==> config.mk <==
export PLATFORM = sky130hd
export DESIGN_NAME = xirq_pair
export DESIGN_NICKNAME = d
export VERILOG_FILES = /design/src/rtl/xirq_pkg.sv /design/src/rtl/xirq_src_cell.sv /design/src/rtl/xirq_collector.sv /design/src/rtl/xirq_pair.sv
export SDC_FILE = /design/constraint.sdc
export NUM_CORES = 1
export LEC_CHECK = 0
export ABC_CLOCK_PERIOD_IN_PS = 1630
export CELL_PAD_IN_SITES_DETAIL_PLACEMENT = 2
export CELL_PAD_IN_SITES_GLOBAL_PLACEMENT = 2
export CORE_AREA = 2 2 65 113
export DETAILED_ROUTE_END_ITERATION = 6
export DIE_AREA = 0 0 67 115
export DONT_BUFFER_PORTS = 1
export PLACE_DENSITY = 0.83
export SLEW_MARGIN = 10
export SYNTH_ARGS = -nofsm -noshare
export SYNTH_HDL_FRONTEND = slang
export SYNTH_HIERARCHICAL = 1
export SYNTH_SLANG_ARGS = --single-unit
==> constraint.sdc <==
create_clock -name clk -period 1.63 [get_ports clk]
set_clock_uncertainty 0.1 [all_clocks]
set_input_delay 0.2445 -clock clk [delete_from_list [all_inputs] [get_ports clk]]
set_output_delay 0.2445 -clock clk [all_outputs]
set_load 0.02 [all_outputs]
==> src/rtl/xirq_pkg.sv <==
package xirq_pkg;
  localparam int ADDR_W = 4;

  typedef enum logic [2:0] {
    OFS_MASK = 3'd0,
    OFS_MODE = 3'd1,
    OFS_RAW  = 3'd2,
    OFS_MSKD = 3'd3,
    OFS_CLR  = 3'd4,
    OFS_FRC  = 3'd5
  } reg_ofs_e;

  // Next pending value of one source for the chosen mode.
  function automatic logic next_pend(input logic edge_md, input logic cur,
                                     input logic rise, input logic clr,
                                     input logic frc, input logic src);
    if (edge_md) return (cur & ~clr) | rise | frc;
    return src | frc;
  endfunction
endpackage

==> src/rtl/xirq_src_cell.sv <==
module xirq_src_cell
  import xirq_pkg::*;
(
  input  logic clk,
  input  logic rst_n,
  input  logic src,
  input  logic edge_md,
  input  logic clr,
  input  logic frc,
  output logic pend
);
  logic src_q;
  logic rise_evt;

  assign rise_evt = src & ~src_q;

  always_ff @(posedge clk or negedge rst_n) begin
    if (!rst_n) begin
      src_q <= 1'b0;
      pend  <= 1'b0;
    end else begin
      src_q <= src;
      pend  <= next_pend(edge_md, pend, rise_evt, clr, frc, src);
    end
  end


  edge_set_src_chk: assert property (@(posedge clk) disable iff (!rst_n)
    (edge_md && !pend && !rise_evt && !frc) |=> !pend);

  edge_hold_chk: assert property (@(posedge clk) disable iff (!rst_n)
    (edge_md && pend && !clr) |=> pend);

  clr_win_chk: assert property (@(posedge clk) disable iff (!rst_n)
    (edge_md && clr && !rise_evt && !frc) |=> !pend);

  frc_set_chk: assert property (@(posedge clk) disable iff (!rst_n)
    frc |=> pend);

  level_follow_chk: assert property (@(posedge clk) disable iff (!rst_n)
    (!edge_md && !frc) |=> (pend == $past(src)));
endmodule

==> src/rtl/xirq_collector.sv <==
module xirq_collector #(
  parameter int N = 5
) (
  input  logic         clk,
  input  logic         rst_n,
  input  logic [N-1:0] src,
  input  logic         we_mask,
  input  logic         we_mode,
  input  logic         we_clr,
  input  logic         we_frc,
  input  logic [N-1:0] wdata,
  output logic [N-1:0] mask_q,
  output logic [N-1:0] mode_q,
  output logic [N-1:0] pend,
  output logic         irq
);
  logic [N-1:0] clr_vec;
  logic [N-1:0] frc_vec;
  logic         any_masked;

  assign clr_vec    = we_clr ? wdata : '0;
  assign frc_vec    = we_frc ? wdata : '0;
  assign any_masked = |(pend & mask_q);

  always_ff @(posedge clk or negedge rst_n) begin
    if (!rst_n) begin
      mask_q <= '0;
      mode_q <= '0;
      irq    <= 1'b0;
    end else begin
      if (we_mask) mask_q <= wdata;
      if (we_mode) mode_q <= wdata;
      irq <= any_masked;
    end
  end

  for (genvar i = 0; i < N; i++) begin : g_cell
    xirq_src_cell u_cell (
      .clk     (clk),
      .rst_n   (rst_n),
      .src     (src[i]),
      .edge_md (mode_q[i]),
      .clr     (clr_vec[i]),
      .frc     (frc_vec[i]),
      .pend    (pend[i])
    );
  end


  irq_rise_chk: assert property (@(posedge clk) disable iff (!rst_n)
    any_masked |=> irq);

  irq_fall_chk: assert property (@(posedge clk) disable iff (!rst_n)
    !any_masked |=> !irq);
endmodule

==> src/rtl/xirq_pair.sv <==
module xirq_pair
  import xirq_pkg::*;
#(
  parameter int P_N = 8,
  parameter int H_N = 5,
  parameter int DW  = (P_N > H_N) ? P_N : H_N
) (
  input  logic              clk,
  input  logic              rst_n,
  input  logic              reg_we,
  input  logic [ADDR_W-1:0] reg_addr,
  input  logic [DW-1:0]     reg_wdata,
  output logic [DW-1:0]     reg_rdata,
  input  logic [P_N-2:0]    proc_evt,
  input  logic [H_N-2:0]    host_evt,
  output logic              proc_irq,
  output logic              host_irq
);
  logic     side_h;
  reg_ofs_e ofs;
  logic     p_wr, h_wr;
  logic [P_N-1:0] p_src, p_mask, p_mode, p_pend;
  logic [H_N-1:0] h_src, h_mask, h_mode, h_pend;

  assign side_h = reg_addr[3];
  assign ofs    = reg_ofs_e'(reg_addr[2:0]);
  assign p_wr   = reg_we & ~side_h;
  assign h_wr   = reg_we & side_h;

  assign p_src = {proc_evt, host_irq};
  assign h_src = {host_evt, proc_irq};

  xirq_collector #(.N(P_N)) u_proc (
    .clk(clk), .rst_n(rst_n), .src(p_src),
    .we_mask(p_wr && ofs == OFS_MASK), .we_mode(p_wr && ofs == OFS_MODE),
    .we_clr(p_wr && ofs == OFS_CLR), .we_frc(p_wr && ofs == OFS_FRC),
    .wdata(reg_wdata[P_N-1:0]),
    .mask_q(p_mask), .mode_q(p_mode), .pend(p_pend), .irq(proc_irq)
  );

  xirq_collector #(.N(H_N)) u_host (
    .clk(clk), .rst_n(rst_n), .src(h_src),
    .we_mask(h_wr && ofs == OFS_MASK), .we_mode(h_wr && ofs == OFS_MODE),
    .we_clr(h_wr && ofs == OFS_CLR), .we_frc(h_wr && ofs == OFS_FRC),
    .wdata(reg_wdata[H_N-1:0]),
    .mask_q(h_mask), .mode_q(h_mode), .pend(h_pend), .irq(host_irq)
  );

  always_comb begin
    reg_rdata = '0;
    if (!side_h) begin
      case (ofs)
        OFS_MASK: reg_rdata[P_N-1:0] = p_mask;
        OFS_MODE: reg_rdata[P_N-1:0] = p_mode;
        OFS_RAW:  reg_rdata[P_N-1:0] = p_pend;
        OFS_MSKD: reg_rdata[P_N-1:0] = p_pend & p_mask;
        default:  reg_rdata = '0;
      endcase
    end else begin
      case (ofs)
        OFS_MASK: reg_rdata[H_N-1:0] = h_mask;
        OFS_MODE: reg_rdata[H_N-1:0] = h_mode;
        OFS_RAW:  reg_rdata[H_N-1:0] = h_pend;
        OFS_MSKD: reg_rdata[H_N-1:0] = h_pend & h_mask;
        default:  reg_rdata = '0;
      endcase
    end
  end


  cross_h2p_chk: assert property (@(posedge clk) disable iff (!rst_n)
    (host_irq && !p_mode[0]) |=> p_pend[0]);

  cross_p2h_chk: assert property (@(posedge clk) disable iff (!rst_n)
    (proc_irq && !h_mode[0]) |=> h_pend[0]);
endmodule

# After elaboration in Yosys (flattened, before gate mapping)
# Cells that the tools add are included.
[classes]
n_addsub = 0
bitwise_logic = 96
n_eq_ne = 5
n_lt_le_gt_ge = 0
mux = 46
multipliers = 0
n_reduce_logical = 11
shift = 0
div = 0
[ops]
columns = ["op", "count"]
rows = [
  ["1-bit 2-to-1 mux", 39],
  ["1-bit bitwise OR", 39],
  ["8-bit case mux with 4 select lines", 1],
  ["1-bit bitwise AND", 28],
  ["1-bit NOT", 27],
  ["8-bit 2-to-1 mux", 3],
  ["5-bit case mux with 4 select lines", 1],
  ["5-bit 2-to-1 mux", 2],
  ["8-bit bitwise AND", 1],
  ["1-bit logical AND", 8],
  ["8-bit OR reduction", 1],
  ["3-bit by 2-bit == test with 1-bit output, second input constant", 2],
  ["3-bit == test, second input constant", 2],
  ["5-bit bitwise AND", 1],
  ["5-bit OR reduction", 1],
  ["3-bit by 1-bit == test with 1-bit output, second input constant", 1],
  ["3-bit zero test", 1],
]
[totals]
out_inout_bits = 10
romBits = 0
mem_count = 0
ramBits = 0
latchBits = 0
elab_cells = 190
reg_bits = 54

# Logic depth before layout (Yosys ltp)
[logic_depth]
word_depth = 10
mapped_depth = 8
mapped_depth_nobuf = 6

# By module
# The synthesis kept the hierarchy.
[modules_own_cells]
columns = ["mod", "cells_per_inst", "area_each_um2", "n_inst", "seq_area_each_um2"]
rows = [
  ["xirq_src_cell", 5, 70.1, 13, 50.0],
  ["xirq_collector at u_proc", 56, 824.5, 1, 425.4],
  ["xirq_pair", 82, 586.8, 1, 0.0],
  ["xirq_collector at u_host", 34, 471.7, 1, 275.3],
]

# Least setup slack after synthesis
# Ideal clock, no wire load.
[synth_timing]
path_type = "input-to-output"
from = "in reg_addr[0]"
to = "out reg_rdata[6]"
stages = 5
n_path_buf = 2
path_slack_ns = -0.241
required_time_ns = 1.285
arrival_time_ns = 1.527
cell_sequence = "buf_6 -> buf_12 -> clkinv_1 -> o21ai_0 -> a2111oi_1"
[synth_between]
elab_chain_len = 3
word_cells_on_any_way = 6
classes_between = "eq/ne (3); mux (2); reduce/logical (1)"
[synth_rtl]
columns = ["item", "line", "rtl"]
rows = [
  ["start, declared", "xirq_pair.sv:11", "input logic [ADDR_W-1:0] reg_addr,"],
  ["3-bit by 2-bit == test with 1-bit output (tied with other cells)", "xirq_pair.sv:52", "case (ofs)"],
  ["8-bit case mux with 4 select lines *", "xirq_pair.sv:52", ""],
  ["8-bit 2-to-1 mux *", "xirq_pair.sv:51", "if (!side_h) begin"],
  ["end, declared", "xirq_pair.sv:13", "output logic [DW-1:0] reg_rdata,"],
]
# Mark *: on every way between the ends. The rest lies on a longest branch, timed or not.

# Final worst setup path
[layout_timing]
from = "reg u_proc.mask_q[1]"
to = "out reg_rdata[1]"
[layout_between]
elab_chain_len = 3
[layout_rtl]
columns = ["item", "line", "rtl"]
rows = [
  ["start, declared", "xirq_collector.sv:12", "output logic [N-1:0] mask_q,"],
  ["start signal, assigned", "xirq_collector.sv:31", "if (we_mask) mask_q <= wdata;"],
  ["8-bit bitwise AND", "xirq_pair.sv:56", "OFS_MSKD: reg_rdata[P_N-1:0] = p_pend & p_mask;"],
  ["8-bit case mux with 4 select lines *", "xirq_pair.sv:52", ""],
  ["8-bit 2-to-1 mux *", "xirq_pair.sv:51", ""],
]
# Marks and branches as above.

==> flow_summary.yaml <==
layout:
  final_layout_size_suffix_gt1_share_pct: 32.43
  layout.cells.most_common_list: "53 x sky130_fd_sc_hd__dfrtp_1, 41 x sky130_fd_sc_hd__buf_4, 31 x sky130_fd_sc_hd__and2_1"
  fillerInstances: 673
  layout.cell_area.non_filler_um2: 3660
  final_cell_count_no_fill: 380
  area.growth.synth_to_final_pct: 30.99
  layout_commonest_cell: "sky130_fd_sc_hd__dfrtp_1"
  antennaDiodeCount: 0
  nNetsFinal: 321
critical_path:
  cp_max_fo: 3
  crit_path_start_kind: "flop"
  critical_path_arrival_ns: 1.55
  reg2regPathDepth: 4
  timing.critical_path.required_ns: 1.29
  crit-reg2reg-capture: "u_proc/irq"
  setup.worst_path.end_class: "output port"
  ff2ff_setup_slack_ns: 0.36
  critical_path_class: "flop to output port"
  timing.rr.start: "u_proc/mask_q[3]"
floorplanning:
  die_h_um: 115
  initial_core_util_pct: 41.05
  ioPinCount: 36
  placement_rows: 40
  floorplan.die_area_um2: 7705
  die_w_um: 67
  core_area_um2: 6807
timing:
  grt_setup_unrepaired: "true"
  timing_max_transition_violations_final: 0
  max_clock_freq_ghz: 0.5266
  worst_pin_slew_ns: 0.5093
  setup_violations: 8
  worst_slew_margin_rel_pct: 65.78
  timing.setup.tns_ns: -1.502
  timing.final.hold_violations: 55
  final.min_clock_period_ns: 1.899
  setup_ws_ns: -0.2688
  ratio_of_final_minimum_period_to_clock_period_pct: 116.5
  finalHoldWorstSlack_ns: -0.4761
routing:
  ant_nets: 0
  route.layer.met1.wl_mm: 3.772
  first_iter_violations: 125
  maxUsedRoutingLayer: "met4"
  routed_length_per_instance_um: 25.96
  first_pass_iters: 6
  met3RoutedLength_um: 255
  met2RoutedLength_mm: 5.572
  routed-via-count: 2183
  route.detailed.drc: 0
  route.final.wire_length_mm: 9.865
  viasPerCell: 5.745
power_and_ir_drop:
  internal_power_mw: 2.929
  power_frac_comb_pct: 27.3
  cellPowerDensity_nw_per_um2: 1152
  total_leakage_power_nw: 1.566
  peakVddDrop_mv: 0.9194
  clock_power_share_pct: 26.4
  power_mw: 4.215
  netSwitchingFraction_pct: 30.51
  power_frac_seq_pct: 46.2
  power.switching_mw: 1.286
grt:
  wire_length_of_the_first_global_routing_pass_mm: 15.17
  grt.total_usage_pct: 28.19
  grt_antenna_before_repair: 0
  first_global_vias: 2518
  grt.overflow.total: 0
  grt_start_max_net_pins: 55
yosys:
  post-synth-top-area-cell: "sky130_fd_sc_hd__dfrtp_1"
  synthDistinctLibCells: 32
  synth_seq_area_share_pct: 48.37
  synth_enable_flop_cells: 0
  synth_fp_nets: 263
  yosys_warnings: 6
  synthDominantCellAreaShare_pct: 48.37
  synthCells: 237
  syn_avg_cell_area_um2: 11.79
  async_flop_share_pct: 100.0
  synth_flop_cell: "sky130_fd_sc_hd__dfrtp_1"
  synth_seq_cells: 54
  netlist_top_cells_area: "sky130_fd_sc_hd__dfrtp_1 48%, sky130_fd_sc_hd__mux2_4 8.6%, sky130_fd_sc_hd__and2_1 6.9%"
  synthesis.area_um2: 2794
clock_tree:
  cts_buffers: 5
  cts_num_sinks: 54
  cts_root_buffer_type: "sky130_fd_sc_hd__clkbuf_16"
  htree_levels: 2
  path_clk_slew_ns: 0.07
  cts_max_path_buffers: 2
  cts_tree: "yes"
  worst_skew_pair.late_latency_ns: 0.31
status:
  violations_in_the_final_reports: "hold timing, setup timing"
  run_status: "finished, violations left"
place:
  placed_cell_area_um2: 3112
  place_congestion: 0.7848
  hpwlAfterDp_mm: 5.709
  placed_cells: 344
  buffer_ports.inserted: 0
run:
  maximum_capacitance_violations: 0
worst_hold_path:
  worst_hold_path_type: "primary input to asynchronous set/reset pin"
[power by group through the flow]
stage	combinational [mW]	sequential [mW]	clock, mW
floorplan	0.634	1.84	0
global placement	0.832	1.92	0
detailed placement	0.874	1.94	0
CTS	1.07	1.93	1.13
global route	1.22	1.98	1.19
finish	1.15	1.95	1.11
[layer usage]
layer	GRT usage, %	vias up
met5	0	-
met4	11.29	0
met3	4.795	16
met2	50.69	41
met1	32.18	1146
li1	-	980
[synth_stat cells (2+ instances only)]
cell type and number:
sky130_fd_sc_hd__buf_12 2, sky130_fd_sc_hd__a22oi_1 5, sky130_fd_sc_hd__nor2b_1 19, sky130_fd_sc_hd__mux2_2 5, sky130_fd_sc_hd__mux2_1 10, sky130_fd_sc_hd__clkbuf_1 3, sky130_fd_sc_hd__nor4_1 8, sky130_fd_sc_hd__nand2_1 17
sky130_fd_sc_hd__a2111oi_1 2, sky130_fd_sc_hd__or2b_1 4, sky130_fd_sc_hd__a211oi_2 2, sky130_fd_sc_hd__dfrtp_1 54, sky130_fd_sc_hd__buf_2 2, sky130_fd_sc_hd__o21ai_0 3, sky130_fd_sc_hd__a21oi_1 5, sky130_fd_sc_hd__inv_1 2
sky130_fd_sc_hd__buf_6 3, sky130_fd_sc_hd__a211oi_1 6, sky130_fd_sc_hd__nor2b_2 2, sky130_fd_sc_hd__and2_1 31, sky130_fd_sc_hd__nor3_1 4, sky130_fd_sc_hd__nand2b_1 7, sky130_fd_sc_hd__a221oi_1 5, sky130_fd_sc_hd__a221o_1 13
sky130_fd_sc_hd__mux2_4 16
[critical path, cell delays in order (launching register included)]
cell                       delay, ns
sky130_fd_sc_hd__dfrtp_1        0.40
sky130_fd_sc_hd__mux2_4         0.29
sky130_fd_sc_hd__a221oi_4       0.32
sky130_fd_sc_hd__nor4_2         0.08
sky130_fd_sc_hd__buf_4          0.16
[sequential cells by signal, indices dropped and copies added, names as in the netlist]
| signal | cells |
|---|---|
| u_host/g_cell.u_cell/src_q | 5 |
| u_proc/mask_q | 8 |
| u_proc/g_cell.u_cell/src_q | 8 |
| u_host/mode_q | 5 |
| u_proc/mode_q | 8 |
| u_proc/g_cell.u_cell/pend | 8 |
| u_host/irq | 1 |
| u_proc/irq | 1 |
| u_host/mask_q | 5 |
| u_host/g_cell.u_cell/pend | 5 |
[repair_timing]
action                                 CTS  global route
gates resized for setup                 23             4
pin swaps                               11             6
setup buffers                            5             2
setup endpoints to repair                8             8
endpoints found under the hold margin   98            56
hold buffers                            19             2
[final cells by class]
cell class              count  area, um2  area share (%)
clock buffers               7      142.6           3.897
clock inverters             1      5.005          0.1368
inverters                   3      11.26          0.3077
multi-input cells         169       1525           41.68
flip-flops and latches     54       1353           36.96
well taps                  84      105.1           2.872
repair buffers             62      518.0           14.15
[through the flow]
step	setup slack [ns]	utilization, %
6_report	-0.2688	53.77
5_1_grt	-0.3452	53.77
4_1_cts	-0.2707	52.76
3_5_place_dp	-0.06188	45.72
3_3_place_gp	-0.01597	45.72
2_1_floorplan	-0.07859	-
[how the worst max path moves through the flow]
stage                      from                            to  slack (ns)  depth (start not counted)
4_1_cts        u_proc/mask_q[1]                  reg_rdata[1]       -0.27                          4
6_report       u_proc/mask_q[1]                  reg_rdata[1]       -0.27                          4
5_1_grt        u_proc/mode_q[4]                  reg_rdata[4]       -0.35                          4
3_3_place_gp   u_proc/mode_q[4]                  reg_rdata[4]       -0.02                          4
3_5_place_dp        reg_addr[0]  u_proc/g_cell[2].u_cell/pend       -0.06                          7
2_1_floorplan       reg_addr[1]              u_host/mask_q[0]       -0.08                          5
[cell families after synthesis]
kind of cell | count (synthesis) | share of synthesized area [%]
AO/OA/AOI/OAI | 43 | 13.12
buffers and inverters | 14 | 4.075
flip-flops | 54 | 48.37
multiplexers | 31 | 14.64
AND/OR/NAND/NOR | 95 | 19.79
No activity file was read; power rests on OpenSTA's default activity.
